File: config.mk
export PLATFORM = sky130hd
export DESIGN_NAME = alu16_core
export DESIGN_NICKNAME = d
export VERILOG_FILES = /design/src/rtl/alu16_pkg.sv /design/src/rtl/alu16_ctrl.sv /design/src/rtl/alu16_datapath.sv /design/src/rtl/alu16_core.sv
export SDC_FILE = /design/constraint.sdc
export NUM_CORES = 1
export LEC_CHECK = 0
export BUFFER_PORTS_ARGS = -buffer_cell sky130_fd_sc_hd__buf_2
export CORE_UTILIZATION = 45
export DETAILED_ROUTE_END_ITERATION = 8
export PLACE_DENSITY = 0.8
export SYNTH_ARGS = -nofsm -noshare
export SYNTH_HDL_FRONTEND = slang
export SYNTH_SLANG_ARGS = --single-unit
File: constraint.sdc
create_clock -name vclk -period 18.7
set_clock_uncertainty 0.2 [all_clocks]
set_input_delay 2.805 -clock vclk [all_inputs]
set_output_delay 2.805 -clock vclk [all_outputs]
set_load 0.01 [all_outputs]
File: src/rtl/alu16_pkg.sv
package alu16_pkg;

  localparam int OP_W   = 4;
  localparam int FLAG_W = 4;
  localparam int FLG_C  = 0;
  localparam int FLG_Z  = 1;
  localparam int FLG_N  = 2;
  localparam int FLG_V  = 3;

  typedef enum logic [OP_W-1:0] {
    OP_ADD  = 4'd0,
    OP_ADDC = 4'd1,
    OP_SUB  = 4'd2,
    OP_SUBC = 4'd3,
    OP_CMP  = 4'd4,
    OP_AND  = 4'd5,
    OP_TEST = 4'd6,
    OP_CLRB = 4'd7,
    OP_SETB = 4'd8,
    OP_XOR  = 4'd9,
    OP_SHRA = 4'd10,
    OP_RORC = 4'd11,
    OP_SWAP = 4'd12,
    OP_SEXT = 4'd13
  } aluOp_e;

  typedef enum logic [3:0] {
    SEL_ZERO, SEL_SUM, SEL_AND, SEL_BIC, SEL_BIS,
    SEL_XOR, SEL_SHRA, SEL_RORC, SEL_SWAP, SEL_SEXT
  } resSel_e;

  typedef enum logic [2:0] {
    FR_NONE, FR_ARITH, FR_LOGIC, FR_XOR, FR_SHRA, FR_RORC
  } flagRule_e;

  typedef struct packed {
    resSel_e   resSel;
    flagRule_e flagRule;
    logic      invertSrc;
    logic      useCarry;
    logic      writeEn;
    logic      wholeWord;
  } ctrl_t;

endpackage

File: src/rtl/alu16_ctrl.sv
module alu16_ctrl
  import alu16_pkg::*;
(
  input  logic [OP_W-1:0] opSel,
  output ctrl_t           strobes
);

  always_comb begin
    strobes = '0;
    strobes.resSel   = SEL_ZERO;
    strobes.flagRule = FR_NONE;
    case (opSel)
      OP_ADD, OP_ADDC: begin
        strobes.resSel   = SEL_SUM;
        strobes.flagRule = FR_ARITH;
        strobes.useCarry = (opSel == OP_ADDC);
        strobes.writeEn  = 1'b1;
      end
      OP_SUB, OP_SUBC, OP_CMP: begin
        strobes.resSel    = SEL_SUM;
        strobes.flagRule  = FR_ARITH;
        strobes.invertSrc = 1'b1;
        strobes.useCarry  = (opSel == OP_SUBC);
        strobes.writeEn   = (opSel != OP_CMP);
      end
      OP_AND, OP_TEST: begin
        strobes.resSel   = SEL_AND;
        strobes.flagRule = FR_LOGIC;
        strobes.writeEn  = (opSel == OP_AND);
      end
      OP_CLRB: begin
        strobes.resSel  = SEL_BIC;
        strobes.writeEn = 1'b1;
      end
      OP_SETB: begin
        strobes.resSel  = SEL_BIS;
        strobes.writeEn = 1'b1;
      end
      OP_XOR: begin
        strobes.resSel   = SEL_XOR;
        strobes.flagRule = FR_XOR;
        strobes.writeEn  = 1'b1;
      end
      OP_SHRA: begin
        strobes.resSel   = SEL_SHRA;
        strobes.flagRule = FR_SHRA;
        strobes.writeEn  = 1'b1;
      end
      OP_RORC: begin
        strobes.resSel   = SEL_RORC;
        strobes.flagRule = FR_RORC;
        strobes.writeEn  = 1'b1;
      end
      OP_SWAP: begin
        strobes.resSel    = SEL_SWAP;
        strobes.writeEn   = 1'b1;
        strobes.wholeWord = 1'b1;
      end
      OP_SEXT: begin
        strobes.resSel    = SEL_SEXT;
        strobes.flagRule  = FR_LOGIC;
        strobes.writeEn   = 1'b1;
        strobes.wholeWord = 1'b1;
      end
      default: ;
    endcase
  end

endmodule

File: src/rtl/alu16_datapath.sv
module alu16_datapath
  import alu16_pkg::*;
#(
  parameter int DATA_W = 16
) (
  input  logic [DATA_W-1:0] srcOp,
  input  logic [DATA_W-1:0] dstOp,
  input  logic              carryIn,
  input  logic              byteMode,
  input  ctrl_t             ctl,
  output logic [DATA_W-1:0] result,
  output logic              resultWe,
  output logic [FLAG_W-1:0] flagVal,
  output logic [FLAG_W-1:0] flagUpd
);

  localparam int HALF_W = DATA_W / 2;

  logic              narrow;
  logic [DATA_W-1:0] addB;
  logic              addCin;
  logic [DATA_W:0]   sumFull;
  logic [HALF_W:0]   sumLow;
  logic [DATA_W-1:0] rawRes;
  logic              carryOut;
  logic              rMsb, dMsb, sMsb, bMsb, zeroRes;

  assign narrow = byteMode & ~ctl.wholeWord;
  assign addB   = ctl.invertSrc ? ~srcOp : srcOp;
  // subtract without carry-chaining needs the +1 of the two's complement
  assign addCin = ctl.useCarry ? carryIn : ctl.invertSrc;

  assign sumFull = {1'b0, dstOp} + {1'b0, addB} + {{DATA_W{1'b0}}, addCin};
  assign sumLow  = {1'b0, dstOp[HALF_W-1:0]} + {1'b0, addB[HALF_W-1:0]}
                 + {{HALF_W{1'b0}}, addCin};

  always_comb begin
    case (ctl.resSel)
      SEL_SUM:  rawRes = sumFull[DATA_W-1:0];
      SEL_AND:  rawRes = srcOp & dstOp;
      SEL_BIC:  rawRes = ~srcOp & dstOp;
      SEL_BIS:  rawRes = srcOp | dstOp;
      SEL_XOR:  rawRes = srcOp ^ dstOp;
      SEL_SHRA: rawRes = narrow
                  ? {{HALF_W{1'b0}}, dstOp[HALF_W-1], dstOp[HALF_W-1:1]}
                  : {dstOp[DATA_W-1], dstOp[DATA_W-1:1]};
      SEL_RORC: rawRes = narrow
                  ? {{HALF_W{1'b0}}, carryIn, dstOp[HALF_W-1:1]}
                  : {carryIn, dstOp[DATA_W-1:1]};
      SEL_SWAP: rawRes = {dstOp[HALF_W-1:0], dstOp[DATA_W-1:HALF_W]};
      SEL_SEXT: rawRes = {{HALF_W{dstOp[HALF_W-1]}}, dstOp[HALF_W-1:0]};
      default:  rawRes = '0;
    endcase
  end

  assign result   = narrow ? {{HALF_W{1'b0}}, rawRes[HALF_W-1:0]} : rawRes;
  assign resultWe = ctl.writeEn;

  assign carryOut = narrow ? sumLow[HALF_W] : sumFull[DATA_W];
  assign rMsb     = narrow ? result[HALF_W-1] : result[DATA_W-1];
  assign dMsb     = narrow ? dstOp[HALF_W-1]  : dstOp[DATA_W-1];
  assign sMsb     = narrow ? srcOp[HALF_W-1]  : srcOp[DATA_W-1];
  assign bMsb     = narrow ? addB[HALF_W-1]   : addB[DATA_W-1];
  assign zeroRes  = (result == '0);

  always_comb begin
    flagVal = '0;
    flagUpd = '1;
    flagVal[FLG_N] = rMsb;
    flagVal[FLG_Z] = zeroRes;
    case (ctl.flagRule)
      FR_ARITH: begin
        flagVal[FLG_C] = carryOut;
        flagVal[FLG_V] = (dMsb == bMsb) && (rMsb != dMsb);
      end
      FR_LOGIC: flagVal[FLG_C] = ~zeroRes;
      FR_XOR: begin
        flagVal[FLG_C] = ~zeroRes;
        flagVal[FLG_V] = sMsb & dMsb;
      end
      FR_SHRA:  flagVal[FLG_C] = dstOp[0];
      FR_RORC: begin
        flagVal[FLG_C] = dstOp[0];
        flagVal[FLG_V] = ~dMsb & carryIn;
      end
      default: begin
        flagVal = '0;
        flagUpd = '0;
      end
    endcase
  end

endmodule

File: src/rtl/alu16_core.sv
module alu16_core
  import alu16_pkg::*;
(
  input  logic [15:0] srcOp,
  input  logic [15:0] dstOp,
  input  logic        carryIn,
  input  logic [3:0]  opSel,
  input  logic        byteMode,
  output logic [15:0] result,
  output logic        resultWe,
  output logic        flagN,
  output logic        flagZ,
  output logic        flagC,
  output logic        flagV,
  output logic [3:0]  flagUpd
);

  ctrl_t             strobes;
  logic [FLAG_W-1:0] flagVal;

  alu16_ctrl u_ctrl (
    .opSel   (opSel),
    .strobes (strobes)
  );

  alu16_datapath #(.DATA_W(16)) u_dp (
    .srcOp    (srcOp),
    .dstOp    (dstOp),
    .carryIn  (carryIn),
    .byteMode (byteMode),
    .ctl      (strobes),
    .result   (result),
    .resultWe (resultWe),
    .flagVal  (flagVal),
    .flagUpd  (flagUpd)
  );

  assign flagN = flagVal[FLG_N];
  assign flagZ = flagVal[FLG_Z];
  assign flagC = flagVal[FLG_C];
  assign flagV = flagVal[FLG_V];

endmodule

======== After elaboration in Yosys (flattened, before gate mapping) ========
Index checks and enable logic that the tools add are counted.
storage, ports and cells
  register bits ........................... 0
  bits of input ports ..................... 38
  output and inout port bits .............. 25
  logic and storage cells ................. 79
cells by class
  add/subtract/negate cells ............... 4
  equality and inequality tests ........... 30
  mux-type cells .......................... 21
  bitwise logic cells ..................... 11
  reductions and logical operators ........ 13
operators by type and width
  cell                count
  $pmux 16 s9         1
  $mux 16             4
  $pmux 4 s9          1
  $and 16x16->16      2
  $eq 4x3->1 const B  8
  $eq 4x4->1 const B  8
  $add 16x16->17      1
  $add 17x1->17       1
  $eq 4x2->1 const B  4
  $logic_not 16->1    1
  $not 16->16         1
  $or 16x16->16       1
  $xor 16x16->16      1
  $pmux 3 s5          1
  $reduce_or 2->1     5
  $reduce_or 5->1     2
  $add 8x8->9         1
  $add 9x1->9         1
  $pmux 1 s3          3
  $reduce_or 9->1     1
  $eq 4x1->1 const B  2
  $mux 1              8
  $eq 3x2->1 const B  2
  $eq 3x3->1 const B  2
  12 further kinds    17

======== Logic depth before layout (Yosys ltp) ========
  depth after elaboration ................. 12
  gate-level depth with buffers ........... 19

======== Hierarchy ========
From an unflattened synthesis, not the netlist that was laid out.
unflattened totals
  cell total of the unflattened synthesis .. 414
  area total of the unflattened synthesis .. 2840.2 µm²
by module, submodules not included
  module          instances  cells an instance  area an instance (µm²)
  alu16_datapath  1          387                2662.6
  alu16_ctrl      1          27                 177.7

======== Worst setup path after synthesis ========
OpenSTA, ideal clock, no wires.
  path type ............................... in2out
  start ................................... in opSel[1]
  end ..................................... out flagZ
  arrival ................................. 7582 ps
  data required time ...................... 15695 ps
  path slack .............................. 8113 ps
  stages on the path ...................... 17
  cells stage by stage .................... buf_4 buf_2 nor2b_1 a21oi_1 nor2_1 clkbuf_1 xnor2_1 fa_1 fa_1 xor2_1 a21oi_1 o221ai_1 or4_1 or4_1 or4b_1 nor4b_2 and2_1
on the way
  cells in the longest elaborated chain, start to end .. 10
  elaborated cells on any way between the ends .. 52
  those cells by class .................... add/sub (2); eq/ne (27); mux (12); bitwise (2); reduce/logical (9)
RTL lines
  what                                      line                  RTL
  from (decl)                               alu16_core.sv:7       input logic [3:0] opSel,
  $eq 4x2->1, or another cell as far along  alu16_ctrl.sv:12      case (opSel)
  $reduce_or 3->1                           n/a
  $mux 1                                    alu16_ctrl.sv:12
  $mux 16                                   alu16_datapath.sv:29  assign addB = ctl.invertSrc ? ~srcOp : srcOp;
  $add 16x16->17                            alu16_datapath.sv:33  assign sumFull = {1'b0, dstOp} + {1'b0, addB} + {{DATA_W{1'b0}}, addCin};
  $add 17x1->17                             alu16_datapath.sv:33
  $pmux 16 s9 *                             alu16_datapath.sv:38  case (ctl.resSel)
  $mux 16 *                                 alu16_datapath.sv:56  assign result = narrow ? {{HALF_W{1'b0}}, rawRes[HALF_W-1:0]} : rawRes;
  net result[2]                             alu16_core.sv:9       output logic [15:0] result,
  $logic_not 16->1 *                        alu16_datapath.sv:64  assign zeroRes = (result == '0);
  $mux 2 *                                  alu16_datapath.sv:71  case (ctl.flagRule)
  to (decl)                                 alu16_core.sv:12      output logic flagZ,
Mark *: on every way through the listed nets, which the timed path passes. The rest lies on a longest branch.

======== Final worst setup path ========
  start ................................... in opSel[1]
  end ..................................... out flagZ
on the way
  cells in the longest elaborated chain, start to end .. 10
  elaborated cells on any way between the ends .. 52
  those cells by class .................... add/sub (2); eq/ne (27); mux (12); bitwise (2); reduce/logical (9)
RTL lines
  what                                                       line
  $eq 4x2->1, or another cell as far along                   alu16_ctrl.sv:12
  $reduce_or 3->1 / $reduce_or 2->1 (equally long branches)  n/a
  $mux 1                                                     alu16_ctrl.sv:12
  $mux 16 / $not 1->1 (equally long branches)                alu16_datapath.sv:29, alu16_datapath.sv:28
  $add 16x16->17 / $and 1x1->1 (equally long branches)       alu16_datapath.sv:33, alu16_datapath.sv:28
  $add 17x1->17, or another cell as far along                alu16_datapath.sv:33
  $pmux 16 s9                                                alu16_datapath.sv:38
  $mux 16                                                    alu16_datapath.sv:56
  $logic_not 16->1                                           alu16_datapath.sv:64
  $mux 2 *                                                   alu16_datapath.sv:71
Every way passes the cells marked *; elsewhere a longest branch is shown, timed or not.

==> metrics.yaml <==
synth_seq_area_share: 0
fp-row-count: 27
final_area_um2: 2990
cp-end-kind: "primary output"
synth_top_family_by_area: "compound AO/OA/AOI/OAI gates"
dpl_cell_area_um2: 2990
hpwl_mm: 6.92
grt_setup_unrepaired: "false"
switching_share: 0.593
gp_congestion: 1.02
max-cap-violations: 0
first_global_vias: 3051
critPathMaxFanout: 44
final_cell_mix: "buf_2 (63), nand2_1 (48), inv_1 (36)"
antenna_cells: 0
fin_cells: 523
grt_overflow_total: 0
fmax_mhz: 91.5
finalSetupViolations: 0
path_cells: "buf_2 -> nor2b_1 -> a21oi_1 -> nor2_1 -> buf_4 -> xnor2_1 -> ha_1 -> a211o_1 -> a21oi_1 -> a211oi_1 -> a211oi_1 -> mux2i_1 -> or3b_2 -> a2111oi_0 -> nor4b_2 -> and2_1 -> buf_2"
power_density_nw_per_um2: 35.3
core_area_um2: 5680
netlist-cell-type-count: 61
crit_path_top_delay_cell: "buf_2"
clock_buffers: 0
viasPerCell: 6.32
antenna_left: 0
cts-resized-gates: 0
power_frac_clock: 0
synth_mux_area_frac: 0.0341
fp.dieW_um: 79.7
finalSetupTns_ps: 0
p_seq_frac: 0
drive_above_1_share: 0.164
nets: 524
worst_pin_slew_ps: 987
yosys.area_share.simple: 0.245
grt_usage: 0.286
static-leakage-power_nw: 1.43
syn_area_per_cell_um2: 6.58
slew_headroom: 0.341
grt_antenna_before_repair: 0
syn_area_um2: 2720
seq_cells: 0
grt_start_max_net_pins: 68
drc: 0
dp_cells: 523
io_buffers: 63
synthesis.nets: 484
path_class: "input pin to primary output"
n_fill_cell: 594
detail_route.first_pass.iterations: 5
totalWireLength_mm: 8.94
synth_fa_ha_area_frac: 0.157
vias: 3305
p_sw_mw: 0.0625
required_ps: 15690
drv_slew: 0
slowest_delay_ps: 620
hold_buffers: 0
pre_cts_slack_ps: 8010
hold_violations: 0
min_period_ps: 10930
min_path_type: "input pin to primary output"
wl_per_cell_um: 17.1
grt_pass1_wl_mm: 14.6
synth_warnings: 0
layout_setup_ws_ps: 7770
critPathLaunchType: "input pin"
synth_xor_area_frac: 0.129
area_delta_synth_final_pct: 10.1
vdd_drop_max_mv: 0.0142
post_cts_buffers: 0
layout_commonest_cell: "buf_2"
start_util: 0.479
pwr-share-comb: 1.000
die_y_um: 79.7
dieArea_um2: 6350
internal_power_mw: 0.0430
outcome: "finished clean"
multi_input_area_um2: 2440
register_area_um2: 0
worstPathArrival_ps: 7930
post-route-period-util: 0.585
synthCells: 413
drt_iter0_markers: 307
io_pins: 63
synth-compound-area-share: 0.331
-- logic make-up (layout without fill, tap and decap cells) --
kind of cell             after synthesis  after routing
AO/OA/AOI/OAI                        135            135
AND/OR/NAND/NOR                      133            133
buffers and inverters                 63            101
XOR/XNOR                              40             40
adder cells (fa/ha/maj)               33             33
multiplexers                           9              9
-- final timing paths --
check,start,to,slack (ps),cells after the start
worst max-delay path,opSel[1],flagZ,7770,17
worst min-delay path,dstOp[0],flagC,5850,4
-- routing by layer --
metal  part of all wire  vias to the layer above  global-route usage
li1                   -                     1572                   -
met1               0.42                     1518               0.377
met2               0.46                      185               0.486
met3              0.088                       30              0.0229
met4              0.028                        0              0.0891
met5                  0                        -                   0
-- Yosys cell counts, types with 8 or more instances --
cell	n	area, µm²
o21ai_0	33	165
inv_1	36	135
nand3_1	15	75.1
nand2b_1	9	56.3
xnor2_1	29	254
nor2_1	22	82.6
a21oi_1	23	115
clkbuf_1	11	41.3
a31oi_1	9	56.3
ha_1	31	388
nand2_1	48	180
xor2_1	11	96.3
a21o_1	10	75.1
buf_2	8	40.0
-- worst max-delay path, delay by kind of cell --
family | cells | cell delay [ps]
AND/OR/NAND/NOR | 5 | 1620
XOR/XNOR | 1 | 200
AO/OA/AOI/OAI | 6 | 1760
adder cells (fa/ha/maj) | 1 | 340
buffers and inverters | 3 | 1050
multiplexers | 1 | 120
-- final cells by class --
class,instances,area share
multi-input cells,350,0.814
well taps,72,0.0301
repair buffers,65,0.110
inverters,36,0.0452
-- power by group through the flow --
stage	registers [mW]	clock network, mW	logic, mW
final	0	0	0.106
after global placement	0	0	0.101
after floorplan	0	0	0.0745
after CTS	0	0	0.103
after global routing	0	0	0.116
after detailed placement	0	0	0.103
-- per-stage QoR --
stage	util	power (mW)	hold slack (ps)
after global routing	0.527	0.116	5900
after global placement	0.527	0.101	5860
after CTS	0.527	0.103	5850
after floorplan	-	0.0745	5590
final	0.527	0.106	5850
after detailed placement	0.527	0.103	5850
Note: power is estimated with default switching activity, not from simulation.
